==> config.mk <==
export PLATFORM = sky130hd
export DESIGN_NAME = sdram_refresh_pd_ctrl
export DESIGN_NICKNAME = d
export VERILOG_FILES = /design/src/rtl/srp_pkg.sv /design/src/rtl/srp_ref_timer.sv /design/src/rtl/srp_ref_burst.sv /design/src/rtl/srp_pwr_fsm.sv /design/src/rtl/sdram_refresh_pd_ctrl.sv
export SDC_FILE = /design/constraint.sdc
export NUM_CORES = 1
export LEC_CHECK = 0
export BUFFER_PORTS_ARGS = -buffer_cell sky130_fd_sc_hd__clkbuf_2
export CORE_MARGIN = 3
export CORE_UTILIZATION = 25
export DETAILED_ROUTE_END_ITERATION = 16
export PLACE_DENSITY = 0.43
export SYNTH_ARGS = -nofsm -noshare
export SYNTH_HDL_FRONTEND = slang
export SYNTH_HIERARCHICAL = 1
export SYNTH_SLANG_ARGS = --single-unit
==> constraint.sdc <==
create_clock -name clk -period 6.4 [get_ports clk]
set_input_delay 0.32 -clock clk [delete_from_list [all_inputs] [get_ports clk]]
set_output_delay 0.32 -clock clk [all_outputs]
set_load 0.05 [all_outputs]
==> src/rtl/srp_pkg.sv <==
package srp_pkg;
  typedef enum logic [1:0] {
    ST_IDLE = 2'd0,
    ST_PD   = 2'd1,
    ST_WAKE = 2'd2,
    ST_REF  = 2'd3
  } pwr_state_t;

  localparam int SHORT_BURST = 4;
  localparam int LONG_BURST  = 8;
  localparam int WAKE_CYC    = 2;
endpackage

==> src/rtl/srp_ref_timer.sv <==
module srp_ref_timer #(
  parameter int TW = 16
) (
  input  logic          clk,
  input  logic          rst,
  input  logic          clr,
  input  logic [TW-1:0] thresh,
  output logic          due
);
  logic [TW-1:0] cnt;

  always_ff @(posedge clk) begin
    if (rst)              cnt <= '0;
    else if (clr)         cnt <= '0;
    else if (cnt < thresh) cnt <= cnt + 1'b1;
  end

  assign due = (cnt >= thresh);


  timer_hold_chk: assert property (@(posedge clk) disable iff (rst)
    (due && !clr) |=> (cnt == $past(cnt)));
endmodule

==> src/rtl/srp_ref_burst.sv <==
module srp_ref_burst #(
  parameter int GW = 4
) (
  input  logic          clk,
  input  logic          rst,
  input  logic          start,
  input  logic          burst8,
  input  logic [GW-1:0] gap,
  output logic          ref_cmd,
  output logic          busy
);
  import srp_pkg::*;
  localparam int LW = $clog2(LONG_BURST + 1);

  logic [LW-1:0] left;
  logic [GW-1:0] wait_q;
  logic [GW-1:0] gap_eff;

  assign gap_eff = (gap == '0) ? GW'(1) : gap;

  always_ff @(posedge clk) begin
    if (rst) begin
      busy    <= 1'b0;
      left    <= '0;
      wait_q  <= '0;
      ref_cmd <= 1'b0;
    end else begin
      ref_cmd <= 1'b0;
      if (!busy) begin
        if (start) begin
          busy   <= 1'b1;
          left   <= burst8 ? LW'(LONG_BURST) : LW'(SHORT_BURST);
          wait_q <= '0;
        end
      end else if (wait_q == '0) begin
        ref_cmd <= 1'b1;
        left    <= left - 1'b1;
        wait_q  <= gap_eff;
        if (left == LW'(1)) busy <= 1'b0;
      end else begin
        wait_q <= wait_q - 1'b1;
      end
    end
  end


  strobe_gap_chk: assert property (@(posedge clk) disable iff (rst)
    ref_cmd |=> !ref_cmd);

  burst_left_chk: assert property (@(posedge clk) disable iff (rst)
    busy |-> (left != '0 && left <= LW'(LONG_BURST)));
endmodule

==> src/rtl/srp_pwr_fsm.sv <==
module srp_pwr_fsm (
  input  logic clk,
  input  logic rst,
  input  logic pd_en,
  input  logic xact_active,
  input  logic acc_req,
  input  logic ref_due,
  input  logic burst_busy,
  output logic start_ref,
  output logic cke,
  output logic acc_grant
);
  import srp_pkg::*;
  localparam int WCW = $clog2(WAKE_CYC + 1);

  pwr_state_t     st;
  logic [WCW-1:0] wcnt;

  assign start_ref = (st == ST_IDLE) && ref_due && !xact_active;

  always_ff @(posedge clk) begin
    if (rst) begin
      st        <= ST_IDLE;
      cke       <= 1'b1;
      acc_grant <= 1'b0;
      wcnt      <= '0;
    end else begin
      acc_grant <= 1'b0;
      unique case (st)
        ST_IDLE: begin
          if (start_ref) begin
            st <= ST_REF;
          end else if (acc_req && !acc_grant && !ref_due) begin
            acc_grant <= 1'b1;
          end else if (pd_en && !xact_active && !acc_req && !acc_grant) begin
            st  <= ST_PD;
            cke <= 1'b0;
          end
        end
        ST_PD: begin
          if (ref_due || acc_req || !pd_en) begin
            st   <= ST_WAKE;
            cke  <= 1'b1;
            wcnt <= '0;
          end
        end
        ST_WAKE: begin
          if (wcnt == WCW'(WAKE_CYC - 1)) st <= ST_IDLE;
          else                            wcnt <= wcnt + 1'b1;
        end
        ST_REF: begin
          if (!burst_busy) st <= ST_IDLE;
        end
        default: st <= ST_IDLE;
      endcase
    end
  end


  grant_cke_chk: assert property (@(posedge clk) disable iff (rst)
    acc_grant |-> cke);

  wake_quiet_chk: assert property (@(posedge clk) disable iff (rst)
    $rose(cke) |=> (!acc_grant && !start_ref));

  pd_off_cke_chk: assert property (@(posedge clk) disable iff (rst)
    !$past(pd_en) |-> cke);

  grant_pulse_chk: assert property (@(posedge clk) disable iff (rst)
    acc_grant |=> !acc_grant);

  grant_vs_ref_chk: assert property (@(posedge clk) disable iff (rst)
    acc_grant |-> !burst_busy);
endmodule

==> src/rtl/sdram_refresh_pd_ctrl.sv <==
module sdram_refresh_pd_ctrl #(
  parameter int TW = 16,
  parameter int GW = 4
) (
  input  logic          clk,
  input  logic          rst,
  input  logic          pd_en,
  input  logic          burst8,
  input  logic [GW-1:0] gap_cyc,
  input  logic [TW-1:0] ref_thresh,
  input  logic          xact_active,
  input  logic          acc_req,
  output logic          cke,
  output logic          ref_cmd,
  output logic          acc_grant
);
  logic due;
  logic start_ref;
  logic busy;

  srp_ref_timer #(.TW(TW)) u_timer (
    .clk(clk), .rst(rst), .clr(start_ref), .thresh(ref_thresh), .due(due)
  );

  srp_ref_burst #(.GW(GW)) u_burst (
    .clk(clk), .rst(rst), .start(start_ref), .burst8(burst8), .gap(gap_cyc),
    .ref_cmd(ref_cmd), .busy(busy)
  );

  srp_pwr_fsm u_fsm (
    .clk(clk), .rst(rst), .pd_en(pd_en), .xact_active(xact_active),
    .acc_req(acc_req), .ref_due(due), .burst_busy(busy),
    .start_ref(start_ref), .cke(cke), .acc_grant(acc_grant)
  );


  ref_cke_chk: assert property (@(posedge clk) disable iff (rst)
    ref_cmd |-> cke);
endmodule

---- Word level (Yosys, flattened, before mapping) ----
Index checks and enable logic that the tools add are counted.
storage, ports and cells
  word-level logic and storage cells ...... 88
  register bits ........................... 32
  output and inout port bits .............. 3
  bits of input ports ..................... 26
cells by class
  order comparisons ....................... 2
  bitwise logic cells ..................... 2
  reductions and logical operators ........ 27
  $add $sub $neg .......................... 4
  equal/unequal tests ..................... 15
  multiplexer cells ....................... 29
operator list
  kind                                                    number
  2-to-1 mux 4 bit                                        8
  adder 16 x 1 -> 16 bit (second input constant)          1
  greater-or-equal comparator 16 bit                      1
  < comparator 16 bit                                     1
  2-to-1 mux 2 bit                                        8
  inequality test 2 bit (second input constant)           6
  2-to-1 mux 1 bit                                        10
  AND reduction 5 bit                                     2
  zero test 4 bit                                         2
  one-hot mux 2 bit (4 select lines)                      1
  subtractor 4 x 1 -> 4 bit (second input constant)       2
  logical AND 1 bit                                       7
  inequality test 3 bit (second input constant)           2
  nonzero test 2 bit                                      3
  zero test 1 bit                                         5
  equality test 2 x 1 -> 1 bit (second input constant)    2
  equality test 2 bit (second input constant)             2
  equality test 4 x 1 -> 1 bit (second input constant)    1
  inequality test 2 x 1 -> 1 bit (second input constant)  2
  one-hot mux 2 bit (2 select lines)                      1
  OR reduction 2 bit                                      2
  AND reduction 3 bit                                     1
  OR reduction 3 bit                                      1
  adder 2 x 1 -> 2 bit (second input constant)            1
  5 further kinds                                         7

---- Depth between registers and ports, before layout ----
  depth after elaboration ................. 8
  mapped depth ............................ 12
  gate-level depth less buffers ........... 12

---- Hierarchy ----
Netlist, hierarchy kept.
modules (own cells, without submodules)
  module         seq. area each (um2)  area an instance (um2)  instances  cells an instance
  srp_ref_timer  320.3                 1,472.7                 1          169
  srp_ref_burst  200.2                 560.5                   1          70
  srp_pwr_fsm    120.1                 361.6                   1          42

---- Least setup slack after synthesis ----
OpenSTA, ideal clock, no wires.
  path type ............................... input to register
  start point ............................. input ref_thresh[15]
  end point ............................... register u_timer.cnt[12]
  stages on the path ...................... 12
  arrival ................................. 2,864 ps
  setup time .............................. 129 ps
  data required time ...................... 6,271 ps
  slack ................................... 3,407 ps
  buffers on the path ..................... 1
  cell sequence ........................... inv_1 -> ha_1 -> nand4_4 -> nor4_4 -> o21ai_0 -> nand4_1 -> nand2b_1 -> nor3_1 -> nor2_1 -> dlygate4sd1_1 -> nand2_1 -> mux2i_1
between the ends
  word-level cells in the longest chain between the ends .. 4
  elaborated cells between the ends (all ways) .. 5
  those cells by class .................... order compare (2); reduce/logical (3)
ends and longest elaborated chain
  element                              RTL line                     RTL
  start, declared                      sdram_refresh_pd_ctrl.sv:10  input logic [TW-1:0] ref_thresh,
  greater-or-equal comparator 16 bit   srp_ref_timer.sv:18          assign due = (cnt >= thresh);
  via due                              sdram_refresh_pd_ctrl.sv:17  logic due;
  logical AND 1 bit (2 in series)      srp_pwr_fsm.sv:19            assign start_ref = (st == ST_IDLE) && ref_due && !xact_active;
  via start_ref                        sdram_refresh_pd_ctrl.sv:18  logic start_ref;
  OR reduction 2 bit (no source line)  -
  end signal, assigned                 srp_ref_timer.sv:15          else if (cnt < thresh) cnt <= cnt + 1'b1;
  end, declared                        srp_ref_timer.sv:10          logic [TW-1:0] cnt;
The timed path passes the listed nets, and every way through them passes these cells.
A chain may end at the register's enable or synchronous reset.

---- Worst setup path in the final report ----
  start point ............................. register u_timer.cnt[1]
  end point ............................... register u_timer.cnt[8]
between the ends
  word-level cells in the longest chain between the ends .. 4
  elaborated cells between the ends (all ways) .. 6
  those cells by class .................... add/sub (1); order compare (2); reduce/logical (3)
ends and longest elaborated chain
  element                              RTL line
  greater-or-equal comparator 16 bit   srp_ref_timer.sv:18
  via due                              sdram_refresh_pd_ctrl.sv:17
  logical AND 1 bit (2 in series)      srp_pwr_fsm.sv:19
  via start_ref                        sdram_refresh_pd_ctrl.sv:18
  OR reduction 2 bit (no source line)  -
The timed path passes the listed nets, and every way through them passes these cells.

==> results.toml <==
[synth]
ys_warn_count = 6
synth_compound_area_frac = 0.133
yosysMostFrequentCell = "nand2_1"
synth-xor-area-share = 0
synthAdderAreaFrac = 0.115
synthArstFlopShare = 0
synth_area_um2 = 2390
netlist.area_leader.share = 0.268
syn_avg_cell_area_um2 = 8.52
yosysSeqAreaShare = 0.268
synth-edff-count = 0
ys_seq_elements = 32
ys_top_cells_by_area = "dfxtp_1, ha_1, mux2i_1"
synthSimpleGateAreaFrac = 0.346
ys_types = 55
synth_top_cell_by_area = "dfxtp_1"
synth_commonest_cells = "nand2_1, dfxtp_1, ha_1, inv_1, a21oi_1"
syn_inst = 281
synth_nets = 329
ys.flop_type = "dfxtp_1"
synth.mux.area_fraction = 0.0627
synth_top_family_by_area = "simple AND/OR/NAND/NOR gates"

[cts]
worstSkewPairLatency_ns = 0.28
clock-sinks = 32
cts_setup_buffers = 0
cts_root_buf = "clkbuf_8"
cts_made_buffers = 5
cts_tree = "built"
postCtsHoldBufs = 0
cts_htree_levels = 2
path_clk_slew_ns = 0.07
clk_path_buf_depth = 2
cts-resized-gates = 0

[critical_path]
worstSetupStartpoint = "u_timer/cnt[1]"
crit_path_max_incr_delay_ns = 0.82
slowest_stage = "nor2_1"
worstSetupPathType = "reg2reg"
path_cells = "ha_1 > nor2b_4 > o211a_1 > o21ai_0 > nand4_1 > nand2b_1 > nor3_1 > nor2_1 > nand2_1 > mux2i_1"
cp-start-kind = "flop"
r2r_start = "u_timer/cnt[1]"
reg2reg_depth = 10
cp-end-kind = "flop"
critPathMaxFanout = 14
r2r-end = "u_timer/cnt[8]"
worst-endpoint-required_ns = 6.61
r2r_slack_ns = 3.06
critPathArrivalTime_ns = 3.55

[grt]
grt_max_degree = 33
grt_usage = 0.108
grt-ovfl-total = 0
antenna_found_initial = 0
grt_pass1_vias = 1958
grt_pass1_wl_um = 9760

[sta]
period_share = 0.521
rsz0062_at_grt = "false"
holdWs_ns = 0.357
skew_ns = 0.00727
finalSetupViolCount = 0
max_freq_mhz = 300
finalHoldViolations = 0
finalSetupTns_ns = 0
worst_pin_slew_ns = 1.07
slew_violations = 0
setup_ws_ns = 3.06
relSlewSlack = 0.287
fin_crit_ns = 3.34

[floorplanning]
coreArea_um2 = 9280
start_util = 0.258
die_area_um2 = 10800
die_w_um = 104
die_h_um = 104
row_count = 35
io_pins = 29

[drt]
drc = 0
ant_nets = 0
wirelength_um = 5750
initialDrtViolationCount = 84
via_per_inst = 4.71
num_vias = 2059
wl_per_cell_um = 13.2
dr.pass1.iters = 4

[placed_design]
gp_congestion = 0.764
dp.cells = 429
preCtsSetupSlack_ns = 2.96
port_buffers = 28
dp_hpwl_um = 4170

[finish]
post-route-util = 0.291
finalNonFillerCells = 437
antenna_cells = 0
nFillCells = 1048
drive_gt1_frac = 0.211
fin_nets = 355
areaGrowthSynthToFinish_pct = 12.9

[power_and_ir_drop]
p_leak_nw = 1.16
max-vdd-ir-drop_v = 0.0000696
powerDensity_nw_per_um2 = 166

[worst_hold_path]
hold_start = "burst8"
holdPathEnd = "u_burst/left[2]"
hold_class = "in2reg"
hold_depth = 4

[status]
status = "finished clean"

[job]
cap_violations = 0
## layout by cell type (no fill, tap or decap), types with 2 or more instances in the layout
cell type | Yosys | layout
a21o_1 | 2 | 2
a21oi_1 | 19 | 19
and2_1 | 2 | 2
and3_1 | 3 | 3
and3_2 | 4 | 4
buf_4 | 0 | 2
clkbuf_1 | 1 | 2
clkbuf_2 | 0 | 28
clkbuf_8 | 0 | 6
dfxtp_1 | 32 | 32
ha_1 | 22 | 22
inv_1 | 22 | 22
mux2i_1 | 15 | 15
nand2_1 | 33 | 33
nand2b_1 | 5 | 5
nand3_1 | 6 | 6
nand4_1 | 10 | 10
nor2_1 | 15 | 15
nor2b_1 | 5 | 5
nor3_1 | 3 | 3
nor4_1 | 5 | 5
nor4_2 | 7 | 7
nor4_4 | 2 | 2
o21ai_0 | 7 | 7
o21ai_1 | 3 | 3
o311ai_0 | 2 | 2
o31a_1 | 2 | 2
o31ai_1 | 4 | 4
or2_2 | 3 | 3
or3_1 | 10 | 10
or3_2 | 5 | 5
## layer usage
layer / share of wire / vias up / GRT usage
li1: - / 1073 / -
met5: 0 / - / 0
met1: 0.53 / 949 / 0.156
met3: 0.026 / 4 / 0.0192
met2: 0.44 / 33 / 0.162
met4: 0.011 / 0 / 0.0313
## worst max-delay path by stage
stage / to / depth (start not counted)
floorplan: u_timer/cnt[12] / 12
global placement: u_timer/cnt[14] / 12
detailed placement: u_timer/cnt[8] / 12
CTS: u_timer/cnt[8] / 10
global route: u_timer/cnt[4] / 10
finish: u_timer/cnt[8] / 10
## cell type report
type	count	area [um^2]	share of cell area
clock buffers	8	90.1	0.0333
flip-flops and latches	32	641	0.237
inverters	22	82.6	0.0306
multi-input cells	216	1570	0.582
repair buffers	30	155	0.0574
well taps	129	161	0.0597
## power breakdown
group / leakage (nW) / internal, W / switching [W]
clock: 0.0455 / 0.0000877 / 0.0000750
sequential: 0.259 / 0.000206 / 0.00000953
combinational: 0.851 / 0.0000319 / 0.0000396
## sequential cells by signal, indices dropped and copies added, names as in the netlist
name and cells:
u_burst/ref_cmd 1, u_fsm/cke 1, u_burst/left 4, u_timer/cnt 16, u_burst/wait_q 4, u_fsm/st 2, u_burst/busy 1, u_fsm/wcnt 2
u_fsm/acc_grant 1
## per-stage QoR
stage                     instance area, um^2  total power, W
after floorplan                          2390        0.000273
after global placement                   2610        0.000293
after detailed placement                 2610        0.000292
after CTS                                2700        0.000459
after global routing                     2700        0.000476
final                                    2700        0.000450
## critical path: cells and delay by family, from the launching register on
kind            cells  cell delay [ns]
mux                 1             0.16
fa+ha+maj           1             0.26
flops               1             0.39
simple gates        6             1.76
compound gates      2             0.68
## cells by family after synthesis
group,count (synthesis)
DFF,32
and+or+nand+nor,130
AOI/OAI and AO/OA,49
adders and majority gates,22
buffers and inverters,33
muxes,15
Note: power is estimated with default switching activity, not from simulation.
